--- config.mk ---
export PLATFORM = sky130hd
export DESIGN_NAME = rtc_holding_window
export DESIGN_NICKNAME = d
export VERILOG_FILES = /design/src/rtl/rtcw_pkg.sv /design/src/rtl/rtcw_decode.sv /design/src/rtl/rtcw_settle.sv /design/src/rtl/rtcw_holdbank.sv /design/src/rtl/rtc_holding_window.sv
export SDC_FILE = /design/constraint.sdc
export NUM_CORES = 1
export LEC_CHECK = 0
export BUFFER_PORTS_ARGS = -buffer_cell sky130_fd_sc_hd__buf_2
export CORE_UTILIZATION = 50
export DETAILED_ROUTE_END_ITERATION = 16
export GPL_TIMING_DRIVEN = 0
export PLACE_DENSITY_LB_ADDON = 0.3
export SYNTH_ARGS = -nofsm -noshare
export SYNTH_HDL_FRONTEND = slang
export SYNTH_HIERARCHICAL = 1
export SYNTH_SLANG_ARGS = --single-unit
--- constraint.sdc ---
create_clock -name clk -period 4.2 [get_ports clk]
set_clock_uncertainty 0.05 [all_clocks]
set_input_delay 0.84 -clock clk [delete_from_list [all_inputs] [get_ports clk]]
set_output_delay 0.84 -clock clk [all_outputs]
set_load 0.02 [all_outputs]
--- src/rtl/rtcw_pkg.sv ---
package rtcw_pkg;
   localparam int NREG    = 8;
   localparam int OFF_W   = 3;
   localparam int BYTE_W  = 8;
   localparam int VALS_W  = NREG * BYTE_W;

   localparam logic [OFF_W-1:0] OFF_CTRL = 3'd0;
   localparam logic [OFF_W-1:0] OFF_SEC  = 3'd1;
   localparam logic [OFF_W-1:0] OFF_DAY  = 3'd4;

   // valid time-field bits of each window register
   function automatic logic [BYTE_W-1:0] field_mask(input int off);
      case (off)
         0:       return 8'h3F;
         1, 2:    return 8'h7F;
         3, 5:    return 8'h3F;
         4:       return 8'h07;
         6:       return 8'h1F;
         default: return 8'hFF;
      endcase
   endfunction
endpackage

--- src/rtl/rtcw_decode.sv ---
module rtcw_decode
   import rtcw_pkg::*;
#(
   parameter int ADDR_W = 11
) (
   input  logic              bus_sel,
   input  logic              bus_we,
   input  logic [ADDR_W-1:0] bus_addr,
   output logic              win_hit,
   output logic              win_wr,
   output logic [OFF_W-1:0]  win_off,
   output logic              ram_sel,
   output logic              ram_we
);
   logic top_block;

   assign top_block = &bus_addr[ADDR_W-1:OFF_W];
   assign win_hit   = bus_sel && top_block;
   assign win_wr    = win_hit && bus_we;
   assign win_off   = bus_addr[OFF_W-1:0];
   assign ram_sel   = bus_sel && !top_block;
   assign ram_we    = ram_sel && bus_we;
endmodule

--- src/rtl/rtcw_settle.sv ---
module rtcw_settle #(
   parameter int SETTLE_CYCLES = 62500
) (
   input  logic clk,
   input  logic rst_n,
   input  logic halt,
   output logic settled
);
   generate
      if (SETTLE_CYCLES == 0) begin : g_none
         logic unused_in;
         assign unused_in = clk ^ rst_n ^ halt;
         assign settled   = 1'b1;
      end else begin : g_count
         localparam int CW = $clog2(SETTLE_CYCLES + 1);
         localparam logic [CW-1:0] LIMIT = CW'(SETTLE_CYCLES);
         logic [CW-1:0] quiet;

         always_ff @(posedge clk or negedge rst_n) begin
            if (!rst_n)              quiet <= LIMIT;
            else if (halt)           quiet <= '0;
            else if (quiet != LIMIT) quiet <= quiet + 1'b1;
         end
         assign settled = (quiet == LIMIT);
      end
   endgenerate
endmodule

--- src/rtl/rtcw_holdbank.sv ---
module rtcw_holdbank
   import rtcw_pkg::*;
(
   input  logic              clk,
   input  logic              rst_n,
   input  logic              refresh,
   input  logic [VALS_W-1:0] cnt_vals,
   input  logic              wr_en,
   input  logic [OFF_W-1:0]  wr_off,
   input  logic [BYTE_W-1:0] wr_data,
   output logic [VALS_W-1:0] hold_flat
);
   genvar i;
   generate
      for (i = 0; i < NREG; i++) begin : g_reg
         localparam logic [BYTE_W-1:0] MSK = field_mask(i);
         logic [BYTE_W-1:0] q;

         always_ff @(posedge clk or negedge rst_n) begin
            if (!rst_n)
               q <= '0;
            else if (wr_en && wr_off == OFF_W'(i))
               q <= wr_data & MSK;
            else if (refresh)
               q <= cnt_vals[i*BYTE_W +: BYTE_W] & MSK;
         end
         assign hold_flat[i*BYTE_W +: BYTE_W] = q;
      end
   endgenerate
endmodule

--- src/rtl/rtc_holding_window.sv ---
module rtc_holding_window
   import rtcw_pkg::*;
#(
   parameter int ADDR_W        = 11,
   parameter int SETTLE_CYCLES = 62500
) (
   input  logic              clk,
   input  logic              rst_n,
   input  logic              bus_sel,
   input  logic              bus_we,
   input  logic [ADDR_W-1:0] bus_addr,
   input  logic [7:0]        bus_wdata,
   output logic [7:0]        bus_rdata,
   output logic              ram_sel,
   output logic              ram_we,
   input  logic [7:0]        ram_rdata,
   input  logic              tick_sec,
   input  logic [63:0]       cnt_vals,
   input  logic              batt_ok,
   output logic              load_pulse,
   output logic [63:0]       load_vals,
   output logic              osc_stop,
   output logic              freq_test
);
   generate
      if (ADDR_W < OFF_W + 1 || ADDR_W > 24) begin : g_bad_addr_w
         $error("ADDR_W must lie in 4..24");
      end
      if (SETTLE_CYCLES < 0) begin : g_bad_settle
         $error("SETTLE_CYCLES must not be negative");
      end
      if (VALS_W != 64) begin : g_bad_vals
         $error("register window must be eight bytes");
      end
   endgenerate

   logic             win_hit, win_wr;
   logic [OFF_W-1:0] win_off;
   logic             wr_q, rd_q, osc_q, ft_q, load_q;
   logic             settled, halt, refresh, ctrl_wr;
   logic [VALS_W-1:0] hold_flat;
   logic [7:0]       hold_byte, win_rdata;

   rtcw_decode #(.ADDR_W(ADDR_W)) u_dec (
      .bus_sel (bus_sel),
      .bus_we  (bus_we),
      .bus_addr(bus_addr),
      .win_hit (win_hit),
      .win_wr  (win_wr),
      .win_off (win_off),
      .ram_sel (ram_sel),
      .ram_we  (ram_we)
   );

   assign halt    = wr_q || rd_q;
   assign refresh = tick_sec && !halt && settled;
   assign ctrl_wr = win_wr && (win_off == OFF_CTRL);

   rtcw_settle #(.SETTLE_CYCLES(SETTLE_CYCLES)) u_settle (
      .clk    (clk),
      .rst_n  (rst_n),
      .halt   (halt),
      .settled(settled)
   );

   rtcw_holdbank u_bank (
      .clk      (clk),
      .rst_n    (rst_n),
      .refresh  (refresh),
      .cnt_vals (cnt_vals),
      .wr_en    (win_wr),
      .wr_off   (win_off),
      .wr_data  (bus_wdata),
      .hold_flat(hold_flat)
   );

   always_ff @(posedge clk or negedge rst_n) begin
      if (!rst_n) begin
         wr_q   <= 1'b0;
         rd_q   <= 1'b0;
         osc_q  <= 1'b0;
         ft_q   <= 1'b0;
         load_q <= 1'b0;
      end else begin
         load_q <= ctrl_wr && wr_q && !bus_wdata[7];
         if (ctrl_wr) begin
            wr_q <= bus_wdata[7];
            rd_q <= bus_wdata[6];
         end
         if (win_wr && win_off == OFF_SEC) osc_q <= bus_wdata[7];
         if (win_wr && win_off == OFF_DAY) ft_q  <= bus_wdata[6];
      end
   end

   assign hold_byte = hold_flat[{win_off, 3'b000} +: 8];

   always_comb begin
      case (win_off)
         OFF_CTRL: win_rdata = {wr_q, rd_q, hold_byte[5:0]};
         OFF_SEC:  win_rdata = {osc_q, hold_byte[6:0]};
         OFF_DAY:  win_rdata = {batt_ok, ft_q, hold_byte[5:0]};
         default:  win_rdata = hold_byte;
      endcase
   end

   assign bus_rdata  = win_hit ? win_rdata : (ram_sel ? ram_rdata : 8'h00);
   assign load_pulse = load_q;
   assign load_vals  = hold_flat;
   assign osc_stop   = osc_q;
   assign freq_test  = ft_q;
endmodule

==> metrics.yaml <==
outcome: "finished clean"
cp_common_cell: "buf_2"
hold_violations: 0
slowest_delay_ps: 550
worstSetupPathType: "reg -> reg"
avgRoutedWirePerCell_um: 19.2
n_antenna_cell: 0
clkSlewWorstSetupHoldPaths_ps: 70
die_x_um: 96.1
fmax_mhz: 298
grt_start_max_net_pins: 70
cts_max_level: 3
p_per_area_mw_per_mm2: 306
ioPinCount: 174
worstPathRequired_ps: 4370
routed_via_density: 5.64
cts_buffers: 9
cts_tree: "built"
place_hpwl_mm: 9.12
ys_seq_area_share_pct: 39.2
placed_cell_area_mm2: 0.00531
ys_warn_count: 6
layout-drive-gt1-share_pct: 58.5
gp_congestion: 0.894
syn_area_per_cell_um2: 12.0
cp-start-kind: "flop"
period_needed_ps: 3360
core_area_mm2: 0.00838
die_h_um: 96.1
fin_setup_tns_ps: 0
grt_pass1_vias: 3470
utilization_pct: 66.2
post_cts_buffers: 0
gr-total-overflow: 0
final_cell_area_mm2: 0.00555
report.final.slew_viol_count: 0
drc: 0
critical_path_arrival_ps: 3530
peakVddDrop_mv: 0.146
port_buffers: 138
hp-class: "reg -> reg"
path_cells: "or4bb_1 -> or4_1 -> buf_2 -> inv_1 -> nand2_1 -> nor2_1 -> buf_2 -> buf_2 -> mux2_2 -> mux2_2"
drt-total-wl_mm: 12.3
synth-edff-count: 0
grt_pass1_wl_mm: 17.9
final_antenna_net_count: 0
route.vias.total: 3621
slowest_stage: "dfstp_2"
rows: 33
cp-end-kind: "flop"
ys.flop_type: "dfrtp_1"
place_inst: 626
ctsLongestPathBuffers: 2
period_share_pct: 80.0
holdWs_ps: 461
syn_area_mm2: 0.00442
die_area_mm2: 0.00923
synth_cells: 368
fin_nets: 631
async_flop_share_pct: 100
holdBufCountCts: 0
post_cts_resized: 0
slew_headroom_pct: 40.5
area_growth_pct: 25.5
worstMarginPinSlew_ps: 893
final_common_cell: "buf_2"
firstDrtPassIters: 5
leakage_nw: 3.01
clkSinkCount: 69
ys_ff_latch: 69
mostFrequentLayoutCells: "146 x buf_2, 103 x mux2_2, 62 x dfrtp_1"
nFillCells: 673
start_util_pct: 52.8
clkLatencyLatePin_ps: 340
rsz0062_at_grt: "false"
clockRootBuffer: "clkbuf_8"
instances_no_fill: 642
drt_iter0_drc: 136
path_delay_family: "simple AND/OR/NAND/NOR gates"
yosys.cell_types.count: 54
grt_usage_pct: 27.2
cap_violations: 0
crit_path_max_fanout: 10
finalSetupViolations: 0
cp_num_buf_inv: 4
antenna_found_initial: 0
## state kept, by name, indices dropped and copies added (netlist names)
signal,flops
rd_q,1
osc_stop,1
load_pulse,1
u_settle/g_count.quiet,16
wr_q,1
u_bank/g.q,48
freq_test,1
## synthesized netlist by cell type, types with 2 or more instances
| library cell | instances | area (µm²) |
|---|---|---|
| a2111oi_0 | 3 | 26.3 |
| a21oi_1 | 4 | 20.0 |
| and4_1 | 2 | 17.5 |
| buf_1 | 2 | 7.51 |
| buf_2 | 9 | 45.0 |
| buf_4 | 19 | 143 |
| buf_6 | 3 | 33.8 |
| clkbuf_1 | 10 | 37.5 |
| dfrtp_1 | 62 | 1550 |
| dfstp_2 | 7 | 184 |
| ha_1 | 2 | 25.0 |
| inv_1 | 6 | 22.5 |
| mux2_1 | 4 | 45.0 |
| mux2_2 | 103 | 1160 |
| mux2_4 | 6 | 90.1 |
| mux4_1 | 6 | 158 |
| mux4_2 | 2 | 45.0 |
| nand2_1 | 16 | 60.1 |
| nand2b_1 | 3 | 18.8 |
| nand3_1 | 5 | 25.0 |
| nand4_1 | 5 | 31.3 |
| nand4_2 | 2 | 25.0 |
| nand4b_1 | 4 | 35.0 |
| nand4bb_1 | 3 | 33.8 |
| nor2_1 | 18 | 67.6 |
| nor2b_1 | 7 | 43.8 |
| nor3_2 | 2 | 20.0 |
| o21ai_0 | 8 | 40.0 |
| o221ai_1 | 5 | 43.8 |
| o31ai_1 | 5 | 37.5 |
| or4_1 | 4 | 30.0 |
| xnor2_1 | 2 | 17.5 |
| xor2_1 | 8 | 70.1 |
## layout make-up
type | count | area [µm²] | area share [%]
buffer | 45 | 302 | 5.43
clock buffer | 11 | 141 | 2.55
clock inverter | 5 | 106 | 1.92
inverter | 6 | 22.5 | 0.406
multi-input combinational | 263 | 2420 | 43.6
sequential | 69 | 1740 | 31.3
tap | 105 | 131 | 2.37
timing repair buffer | 138 | 693 | 12.5
## stage by stage
step,setup WS [ps],power [mW]
6_report,839,1.70
5_1_grt,667,1.77
4_1_cts,829,1.71
3_5_place_dp,831,1.03
3_3_place_gp,901,1.02
2_1_floorplan,1240,0.925
## layer usage
layer	vias up	GRT usage, %	routed length, µm	share of wire [%]
met5	-	0	0	0
met4	0	12.9	295	2.4
met2	171	47.0	6200	50
met3	25	4.42	915	7.4
li1	1646	-	-	-
met1	1779	33.0	4900	40
## worst register-to-register path, stage by stage (launching register included)
cell and delay, ps:
dfstp_2 550, or4bb_1 460, or4_1 400, buf_2 180, inv_1 60, nand2_1 50, nor2_1 140, buf_2 320
buf_2 390, mux2_2 380, mux2_2 270
## final timing paths
kind | start | end | slack, ps | cells past startpoint
worst min-delay path | u_settle/g_count.quiet[13] | u_settle/g_count.quiet[13] | 460 | 2
min in group asynchronous | rst_n | u_settle/g_count.quiet[1] | 560 | 1
max in group asynchronous | rst_n | u_settle/g_count.quiet[9] | 2950 | 1
worst min register to register | u_settle/g_count.quiet[13] | u_settle/g_count.quiet[13] | 460 | 2
worst max-delay path | u_settle/g_count.quiet[5] | u_bank/g_reg[7].q[4] | 840 | 10
worst max register to register | u_settle/g_count.quiet[5] | u_bank/g_reg[7].q[4] | 840 | 10
## power by group
group / total (mW) / switching (mW) / internal [mW]
Combinational: 0.277 / 0.152 / 0.125
Sequential: 0.747 / 0.0416 / 0.705
Clock: 0.676 / 0.262 / 0.413
## cells by family after synthesis
kind of cell	synth area share (%)
compound gates	5.09
buf+inv	7.32
other cells	0.0848
mux	34.1
fa+ha+maj	0.566
simple gates	11.7
xor+xnor	1.98
flops	39.2
Power figures use the tool's default switching activity.
